File: src/rtl/adc_host_pkg.sv
package adc_host_pkg;
  typedef enum logic [2:0] {
    ST_IDLE,
    ST_CONV,
    ST_WAIT_HI,
    ST_WAIT_LO,
    ST_SETUP,
    ST_STROBE,
    ST_HOLD,
    ST_GAP
  } host_st_e;
endpackage

File: src/rtl/adc_phase_timer.sv
module adc_phase_timer #(
  parameter int W = 16
) (
  input  logic         clk,
  input  logic         rst_n,
  input  logic         restart,
  input  logic [W-1:0] limit,
  output logic         last
);
  logic [W-1:0] cnt_q, cnt_d;
  logic         sat;

  assign sat  = &cnt_q;
  assign last = ({1'b0, cnt_q} + {{W{1'b0}}, 1'b1}) >= {1'b0, limit};

  always_comb begin
    cnt_d = cnt_q;
    if (restart)  cnt_d = '0;
    else if (!sat) cnt_d = cnt_q + 1'b1;
  end

  always_ff @(posedge clk or negedge rst_n) begin
    if (!rst_n) cnt_q <= '0;
    else        cnt_q <= cnt_d;
  end
endmodule

File: src/rtl/adc_byte_merge.sv
module adc_byte_merge #(
  parameter int DATA_W = 12,
  parameter int BUS_W  = 8
) (
  input  logic              clk,
  input  logic              rst_n,
  input  logic              cap_en,
  input  logic              cap_hi,
  input  logic [BUS_W-1:0]  byte_in,
  input  logic              publish,
  output logic [DATA_W-1:0] result,
  output logic              valid
);
  localparam int HI_W = DATA_W - BUS_W;

  logic [BUS_W-1:0]  lo_q;
  logic [HI_W-1:0]   hi_q;
  logic [DATA_W-1:0] res_q;
  logic              val_q;

  always_ff @(posedge clk or negedge rst_n) begin
    if (!rst_n) begin
      lo_q <= '0;
      hi_q <= '0;
    end else if (cap_en) begin
      if (cap_hi) hi_q <= byte_in[HI_W-1:0];
      else        lo_q <= byte_in;
    end
  end

  always_ff @(posedge clk or negedge rst_n) begin
    if (!rst_n) begin
      res_q <= '0;
      val_q <= 1'b0;
    end else begin
      val_q <= publish;
      if (publish) res_q <= {hi_q, lo_q};
    end
  end

  assign result = res_q;
  assign valid  = val_q;
endmodule

File: src/rtl/adc_host_ctrl.sv
module adc_host_ctrl
  import adc_host_pkg::*;
#(
  parameter int DATA_W      = 12,
  parameter int BUS_W       = 8,
  parameter int CNT_W       = 8,
  parameter int TO_W        = 16,
  parameter int SYNC_STAGES = 2
) (
  input  logic              clk,
  input  logic              rst_n,
  input  logic [CNT_W-1:0]  cfg_conv_cyc,
  input  logic [CNT_W-1:0]  cfg_setup_cyc,
  input  logic [CNT_W-1:0]  cfg_strobe_cyc,
  input  logic [CNT_W-1:0]  cfg_hold_cyc,
  input  logic [CNT_W-1:0]  cfg_gap_cyc,
  input  logic [TO_W-1:0]   cfg_timeout_cyc,
  input  logic              conv_req,
  input  logic              wr_req,
  input  logic              wr_high,
  input  logic [BUS_W-1:0]  wr_byte,
  output logic              ctrl_idle,
  output logic [DATA_W-1:0] sample_data,
  output logic              sample_valid,
  output logic              busy_timeout,
  output logic              adc_convst_n,
  input  logic              adc_busy,
  output logic              adc_cs_n,
  output logic              adc_rd_n,
  output logic              adc_wr_n,
  output logic              adc_hbsel,
  output logic [BUS_W-1:0]  adc_dout,
  output logic              adc_dout_en,
  input  logic [BUS_W-1:0]  adc_din
);
  localparam int TW = (TO_W > CNT_W) ? TO_W : CNT_W;

  host_st_e         state_q, state_d;
  logic             op_wr_q, op_wr_d;
  logic             hi_q, hi_d;
  logic [BUS_W-1:0] wdata_q, wdata_d;
  logic             err_d, err_q;
  logic             cap_en, publish;
  logic             busy_s;
  logic             ph_last;
  logic [TW-1:0]    ph_limit;

  // busy synchronizer
  generate
    if (SYNC_STAGES == 0) begin : g_nosync
      assign busy_s = adc_busy;
    end else begin : g_sync
      logic [SYNC_STAGES-1:0] sync_q;
      always_ff @(posedge clk or negedge rst_n) begin
        if (!rst_n) sync_q <= '0;
        else        sync_q <= {sync_q[SYNC_STAGES-2 >= 0 ? SYNC_STAGES-2 : 0:0], adc_busy};
      end
      assign busy_s = sync_q[SYNC_STAGES-1];
    end
  endgenerate

  always_comb begin
    ph_limit = '0;
    unique case (state_q)
      ST_CONV:    ph_limit = TW'(cfg_conv_cyc);
      ST_WAIT_HI: ph_limit = TW'(cfg_timeout_cyc);
      ST_SETUP:   ph_limit = TW'(cfg_setup_cyc);
      ST_STROBE:  ph_limit = TW'(cfg_strobe_cyc);
      ST_HOLD:    ph_limit = TW'(cfg_hold_cyc);
      ST_GAP:     ph_limit = TW'(cfg_gap_cyc);
      default:    ph_limit = '0;
    endcase
  end

  adc_phase_timer #(.W(TW)) u_timer (
    .clk     (clk),
    .rst_n   (rst_n),
    .restart (state_d != state_q),
    .limit   (ph_limit),
    .last    (ph_last)
  );

  // next-state logic
  always_comb begin
    state_d = state_q;
    op_wr_d = op_wr_q;
    hi_d    = hi_q;
    wdata_d = wdata_q;
    err_d   = 1'b0;
    cap_en  = 1'b0;
    publish = 1'b0;
    unique case (state_q)
      ST_IDLE: begin
        if (conv_req) begin
          state_d = ST_CONV;
          op_wr_d = 1'b0;
        end else if (wr_req) begin
          state_d = ST_SETUP;
          op_wr_d = 1'b1;
          hi_d    = wr_high;
          wdata_d = wr_byte;
        end
      end
      ST_CONV:    if (ph_last) state_d = ST_WAIT_HI;
      ST_WAIT_HI: begin
        if (busy_s) state_d = ST_WAIT_LO;
        else if (ph_last) begin
          state_d = ST_IDLE;
          err_d   = 1'b1;
        end
      end
      ST_WAIT_LO: begin
        if (!busy_s) begin
          state_d = ST_SETUP;
          hi_d    = 1'b0;
        end
      end
      ST_SETUP:   if (ph_last) state_d = ST_STROBE;
      ST_STROBE: begin
        if (ph_last) begin
          state_d = ST_HOLD;
          cap_en  = !op_wr_q;
        end
      end
      ST_HOLD:    if (ph_last) state_d = ST_GAP;
      ST_GAP: begin
        if (ph_last) begin
          if (!op_wr_q && !hi_q) begin
            state_d = ST_SETUP;
            hi_d    = 1'b1;
          end else begin
            state_d = ST_IDLE;
            publish = !op_wr_q;
          end
        end
      end
      default:    state_d = ST_IDLE;
    endcase
  end

  // state and pin registers
  always_ff @(posedge clk or negedge rst_n) begin
    if (!rst_n) begin
      state_q      <= ST_IDLE;
      op_wr_q      <= 1'b0;
      hi_q         <= 1'b0;
      wdata_q      <= '0;
      err_q        <= 1'b0;
      adc_convst_n <= 1'b1;
      adc_cs_n     <= 1'b1;
      adc_rd_n     <= 1'b1;
      adc_wr_n     <= 1'b1;
      adc_hbsel    <= 1'b0;
      adc_dout_en  <= 1'b0;
    end else begin
      state_q      <= state_d;
      op_wr_q      <= op_wr_d;
      hi_q         <= hi_d;
      wdata_q      <= wdata_d;
      err_q        <= err_d;
      adc_convst_n <= (state_d != ST_CONV);
      adc_cs_n     <= (state_d != ST_STROBE);
      adc_rd_n     <= !((state_d == ST_STROBE) && !op_wr_d);
      adc_wr_n     <= !((state_d == ST_STROBE) && op_wr_d);
      adc_hbsel    <= hi_d;
      adc_dout_en  <= op_wr_d && ((state_d == ST_SETUP) || (state_d == ST_STROBE) ||
                                  (state_d == ST_HOLD));
    end
  end

  adc_byte_merge #(.DATA_W(DATA_W), .BUS_W(BUS_W)) u_merge (
    .clk     (clk),
    .rst_n   (rst_n),
    .cap_en  (cap_en),
    .cap_hi  (hi_q),
    .byte_in (adc_din),
    .publish (publish),
    .result  (sample_data),
    .valid   (sample_valid)
  );

  assign adc_dout     = wdata_q;
  assign busy_timeout = err_q;
  assign ctrl_idle    = (state_q == ST_IDLE);
endmodule

File: config.mk
export PLATFORM = sky130hd
export DESIGN_NAME = adc_host_ctrl
export DESIGN_NICKNAME = d
export VERILOG_FILES = /design/src/rtl/adc_host_pkg.sv /design/src/rtl/adc_phase_timer.sv /design/src/rtl/adc_byte_merge.sv /design/src/rtl/adc_host_ctrl.sv
export SDC_FILE = /design/constraint.sdc
export NUM_CORES = 1
export LEC_CHECK = 0
export CORE_UTILIZATION = 48
export DETAILED_ROUTE_END_ITERATION = 8
export PLACE_DENSITY = 0.89
export SYNTH_ARGS = -nofsm -noshare
export SYNTH_HDL_FRONTEND = slang
export SYNTH_HIERARCHICAL = 1
export SYNTH_SLANG_ARGS = --single-unit
export TNS_END_PERCENT = 50
File: constraint.sdc
create_clock -name clk -period 4.1 [get_ports clk]
set_input_delay 0.615 -clock clk [delete_from_list [all_inputs] [get_ports clk]]
set_output_delay 0.615 -clock clk [all_outputs]
set_load 0.01 [all_outputs]
==> reports/qor.yml, run 1 <==
place_congestion: 0.915
fin_ws_ns: 0.259
placedCellCount: 545
max_freq_mhz: 260
leakage_uw: 0.00230
drv_cap: 0
coreArea_sq_um: 7290
path_delay_family: "simple AND/OR/NAND/NOR gates"
crit_fanout: 16
die_h_um: 89.1
synthTopCellsByArea: "dfrtp_1 (40%), mux2_2 (8.3%), ha_1 (5.8%)"
status: "completed"
drc: 0
diodes: 0
die_w_um: 89.1
drv_slew: 0
endpoint_kind: "register"
final_nets: 552
reg2reg_slack_ns: 0.26
min_from: "g_sync.sync_q[0]"
clock-sinks: 62
portBuffers: 106
synth-async-reset-ratio_pct: 100
r2r_start: "u_timer/cnt_q[0]"
antenna_found_initial: 0
placementRows: 31
synth_cells: 347
grt_pass1_vias: 3187
setup_viol: 0
die-area_sq_um: 7950
ir_drop_mv: 0.362
wl_per_cell_um: 15.8
hold_viol: 0
rr_worst_depth: 17
post-synth-top-count-cell: "dfrtp_1"
vias: 3025
grt.overflow.total: 0
power.density_nw_per_um2: 571
slowest_stage: "dfrtp_1"
viasPerCell: 5.39
synth_top_area_share_pct: 39.8
clk_latency_ns: 0.34
period_needed_ns: 3.84
period_share_pct: 93.7
htree_levels: 3
start_kind: "register"
cts_buffers: 9
clockBufferDepth: 2
finClkSkew_ns: 0.00562
netlist_area_sq_um: 3640
ys.flop_type: "dfrtp_1"
ant_nets: 0
fillCellCount: 555
clock-root-buffer: "clkbuf_8"
tns_ns: 0
syn_avg_cell_area_sq_um: 10.5
post_cts_buffers: 0
areaGrowthSynthToFinish_pct: 38.3
holdPathEnd: "g_sync.sync_q[1]"
path_cells: "ha_1, and2_1, and3_2, and3_1, xnor2_2, inv_1, ha_1, a21oi_1, nor2_1, o31ai_2, nand4b_1, buf_4, or2_2, a21boi_0, o21ai_0, buf_4, a211oi_1"
cp_num_buf_inv: 3
synth_edf_count: 0
ys_seq_elements: 62
syn_nets: 442
path_class: "register to register"
rr_endpoint: "u_timer/cnt_q[14]"
drive_gt1_share_pct: 18.0
hold_depth: 0
grtUsageTotal_pct: 23.4
grt_pass1_wl_um: 14000
start_util_pct: 50.0
cp_slowest_stage_delay_ns: 0.44
dp_slack_ns: 0.0481
layoutNonFillerInstCount: 561
hpwl_um: 6840
tightest_slew_ns: 0.769
slew_headroom_pct: 48.7
drt_first_pass_iters: 4
cts_tree: "built"
worstHoldPathType: "register to register"
grt_start_max_net_pins: 63
yosysWarnings: 6
rsz0062_at_grt: "false"
crit_required_ns: 4.34
synth_top_cell_by_area: "dfrtp_1"
clk_pin_slew_ns: 0.06
ys_seq_area_share_pct: 42.7
synth.distinct_cells: 56
io_pins: 107
drt-initial-drc-count: 231
arrival_ns: 4.08
drt-total-wl_um: 8870
ys_top_cells_by_count: "dfrtp_1 (58), inv_1 (28), mux2_2 (27)"
==> layer usage <==
metal | vias to the layer above | GRT usage (%) | wire [um]
met5 | - | 0 | 0
met4 | 0 | 12.4 | 225
met3 | 20 | 5.54 | 793
met2 | 127 | 43.1 | 4410
met1 | 1429 | 24.6 | 3440
li1 | 1449 | - | -
==> kinds of logic after synthesis <==
family	Yosys count	synth area share, %
AND/OR/NAND/NOR	104	16.3
flip-flops	62	42.7
AO/OA/AOI/OAI	59	10.3
buffers and inverters	46	5.77
multiplexers	44	15.5
adder cells (fa/ha/maj)	17	5.84
XOR/XNOR	15	3.60
==> stage by stage <==
| step | utilization [%] | hold WS, ns | total power (uW) | instance area [sq um] |
|---|---|---|---|---|
| 2_1_floorplan | - | 0.319 | 1770 | 3640 |
| 3_3_place_gp | 65.9 | 0.332 | 2210 | 4800 |
| 3_5_place_dp | 65.9 | 0.354 | 2280 | 4800 |
| 4_1_cts | 68.8 | 0.370 | 2880 | 5020 |
| 5_1_grt | 69.1 | 0.383 | 3080 | 5040 |
| 6_report | 69.1 | 0.363 | 2880 | 5040 |
==> registers in the layout, summed over array words and instances, names as in the netlist <==
name / count
adc_cs_n: 1
u_merge/result: 12
g_sync.sync_q: 2
state_q: 3
adc_dout_en: 1
u_merge/valid: 1
op_wr_q: 1
u_merge/lo_q: 8
adc_rd_n: 1
adc_wr_n: 1
busy_timeout: 1
u_merge/hi_q: 4
adc_dout: 8
hi_q: 1
adc_convst_n: 1
u_timer/cnt_q: 16
==> cell type report <==
class,instances,area (sq um),area share (%)
well taps,99,124,2.46
flip-flops and latches,62,1560,30.9
repair buffers,116,1130,22.4
clock buffers,12,145,2.88
multi-input cells,239,1910,37.8
inverters,29,109,2.16
clock inverters,4,70.1,1.39
==> cell usage in the layout (no fill, tap or decap), drive strengths merged, types with 6 or more instances in the layout <==
master	count
clkdlybuf4s50	105
mux2	36
and3	6
inv	28
nand2	15
nor2b	6
o21ai	10
xnor2	13
clkbuf	12
a31oi	6
nor2	27
nand3	10
and2	15
ha	17
dfrtp	58
a21oi	20
buf	11
a221oi	6
==> repair_timing <==
item	CTS	global route
endpoints found under the setup margin	0	29
gates resized for setup	0	6
hold buffers	0	0
==> how the worst max path moves through the flow <==
stage	startpoint	to	slack [ns]	cells past startpoint
3_3_place_gp	cfg_strobe_cyc[6]	u_merge/lo_q[7]	0.21	15
5_1_grt	u_timer/cnt_q[0]	u_timer/cnt_q[14]	0.006	17
6_report	u_timer/cnt_q[0]	u_timer/cnt_q[14]	0.26	17
4_1_cts	state_q[0]	u_merge/lo_q[6]	0.08	14
3_5_place_dp	cfg_gap_cyc[6]	u_timer/cnt_q[14]	0.05	17
2_1_floorplan	state_q[1]	u_merge/result[10]	0.59	17
==> report_power, final <==
group	total [uW]	internal (uW)	switching (uW)
sequential	937	808	128
combinational	1360	692	667
clock	583	357	226
total	2880	1860	1020
No activity file was read; power rests on OpenSTA's default activity.
==> run 2: changes to the inputs <==
CAP_MARGIN = 5   (was default)
MAX_ROUTING_LAYER = met4   (was default)
==> run 2 against run 1 <==
Global-route usage is 0.72 points higher. Flip-flop and latch count stayed put. Fmax about the same. Worst hold slack worse by 0.00063 ns. Sequential share of layout area did not move. Utilization stayed put. Routed wire length grew 0.55%. Die area did not move. Critical endpoint unchanged. Clock skew barely moved. Largest power group unchanged. Clock-buffer cell count did not move. Highest routed layer unchanged. Setup slack about the same. Non-clock buffer count unchanged.
==> reports/qor.yml, run 2 (synthesis gave the netlist of run 1 again) <==
ctsHoldBuffers: 0  # unchanged
antenna_found_initial: 0  # unchanged
clock-root-buffer: "clkbuf_8"  # unchanged
wl_per_cell_um: 15.9  # was 15.8 um
final_cell_mix: "clkdlybuf4s50_1 (105), dfrtp_1 (58), inv_1 (28)"  # unchanged
p_total_uw: 2890  # was 2880 uW
clock-sinks: 62  # unchanged
coreArea_sq_um: 7290  # unchanged
drv_slew: 0  # unchanged
vias: 3041  # was 3025
grt_pass1_vias: 3183  # was 3187
worstHoldPathType: "register to register"  # unchanged
io_pins: 107  # unchanged
placedCellCount: 545  # unchanged
rsz0062_at_grt: "false"  # unchanged
htree_levels: 3  # unchanged
finClkSkew_ns: 0.00532  # was 0.00562 ns
hold_viol: 0  # unchanged
start_kind: "register"  # unchanged
status: "completed"  # unchanged
rr_endpoint: "u_timer/cnt_q[14]"  # unchanged
grtUsageTotal_pct: 24.1  # was 23.4%
setup_viol: 0  # unchanged
hpwl_um: 6840  # unchanged
layoutNonFillerInstCount: 561  # unchanged
dp_slack_ns: 0.0481  # unchanged
portBuffers: 106  # unchanged
fillCellCount: 555  # unchanged
period_needed_ns: 3.84  # about the same
drt-total-wl_um: 8910  # was 8870 um
period_share_pct: 93.7  # about the same
areaGrowthSynthToFinish_pct: 38.3  # unchanged
largest_reg_flops: 16  # unchanged
crit_required_ns: 4.34  # about the same
leakage_uw: 0.00230  # unchanged
drv_cap: 0  # unchanged
viasPerCell: 5.42  # was 5.39
multi_input_area_sq_um: 1910  # unchanged
drc: 0  # unchanged
diodes: 0  # unchanged
power.density_nw_per_um2: 572  # was 571 nW/um^2
clockBufferDepth: 2  # unchanged
reg2reg_slack_ns: 0.26  # about the same
endpoint_kind: "register"  # unchanged
start_util_pct: 50.0  # unchanged
grt_start_max_net_pins: 63  # unchanged
top_register: "u_timer/cnt_q"  # unchanged
clk_latency_ns: 0.34  # about the same
rr_worst_depth: 17  # unchanged
grt_pass1_wl_um: 14000  # unchanged
seqCellArea_sq_um: 1560  # unchanged
drt_first_pass_iters: 4  # unchanged
crit_fanout: 16  # unchanged
holdPathEnd: "g_sync.sync_q[1]"  # unchanged
final_nets: 552  # unchanged
cts_buffers: 9  # unchanged
tns_ns: 0  # unchanged
place_congestion: 0.931  # was 0.915
ant_nets: 0  # unchanged
die_h_um: 89.1  # unchanged
placementRows: 31  # unchanged
max_freq_mhz: 260  # about the same
drive_gt1_share_pct: 18.0  # unchanged
min_from: "g_sync.sync_q[0]"  # unchanged
grt.overflow.total: 0  # unchanged
r2r_start: "u_timer/cnt_q[0]"  # unchanged
path_class: "register to register"  # unchanged
arrival_ns: 4.08  # about the same
ir_drop_mv: 0.362  # about the same
slew_headroom_pct: 49.2  # was 48.7%
drt-initial-drc-count: 209  # was 231
die-area_sq_um: 7950  # unchanged
cts_tree: "built"  # unchanged
clk_pin_slew_ns: 0.06  # about the same
hold_depth: 0  # unchanged
die_w_um: 89.1  # unchanged
tightest_slew_ns: 0.763  # was 0.769 ns
final_common_cell: "clkdlybuf4s50_1"  # unchanged
fin_ws_ns: 0.259  # about the same
[run 2: cell counts in the layout (fill, tap and decap cells not counted)]
Identical to the previous run, type by type.
[run 2: worst max path at each step]
stage,end,cells past startpoint,from
global placement,u_merge/lo_q[7],15,cfg_strobe_cyc[6]
global route,u_timer/cnt_q[14],17,u_timer/cnt_q[0]
finish,u_timer/cnt_q[14],17,u_timer/cnt_q[0]
CTS,u_merge/lo_q[6],14,state_q[0]
floorplan,u_merge/result[10],17,state_q[1]
detailed placement,u_timer/cnt_q[14],17,cfg_gap_cyc[6]
[run 2: worst max-delay path, stage by stage, from the launching register on]
cell      delay, ns
dfrtp_1        0.43
ha_1           0.27
and2_1         0.17
and3_2         0.26
and3_1         0.23
xnor2_2        0.15
inv_1          0.06
ha_1           0.29
a21oi_1        0.14
nor2_1         0.07
o31ai_2        0.25
nand4b_1       0.21
buf_4          0.22
or2_2          0.28
a21boi_0       0.19
o21ai_0        0.12
buf_4          0.21
a211oi_1       0.19
[run 2: through the flow]
step,utilization (%),instance area [sq um],hold slack [ns]
2_1_floorplan,-,3640,0.319
3_3_place_gp,65.9,4800,0.332
3_5_place_dp,65.9,4800,0.354
4_1_cts,68.8,5020,0.370
5_1_grt,69.1,5040,0.383
6_report,69.1,5040,0.363
[run 2: repair_timing]
item / 4_1_cts / 5_1_grt
endpoints found under the setup margin: 0 / 29
buffers inserted: 0 / 0
resized for setup: 0 / 6
[run 2: report_power, final]
part           leakage [uW]  switching [uW]  internal, uW
Combinational       0.00138             673           693
Clock              0.000110             227           357
Sequential         0.000806             128           808
Total               0.00230            1030          1860
[run 2: area by class of cell]
type | instances | share of cell area, %
clock inverters | 4 | 1.39
inverters | 29 | 2.16
well taps | 99 | 2.46
multi-input cells | 239 | 37.8
repair buffers | 116 | 22.4
clock buffers | 12 | 2.88
flip-flops and latches | 62 | 30.9
[run 2: per-layer routing]
layer  vias up  wire, um  GRT usage [%]
met5         -         0              -
li1       1446         -              -
met3        27       751           5.08
met2       132      4410           43.2
met4         0       272           12.4
met1      1436      3480           24.7
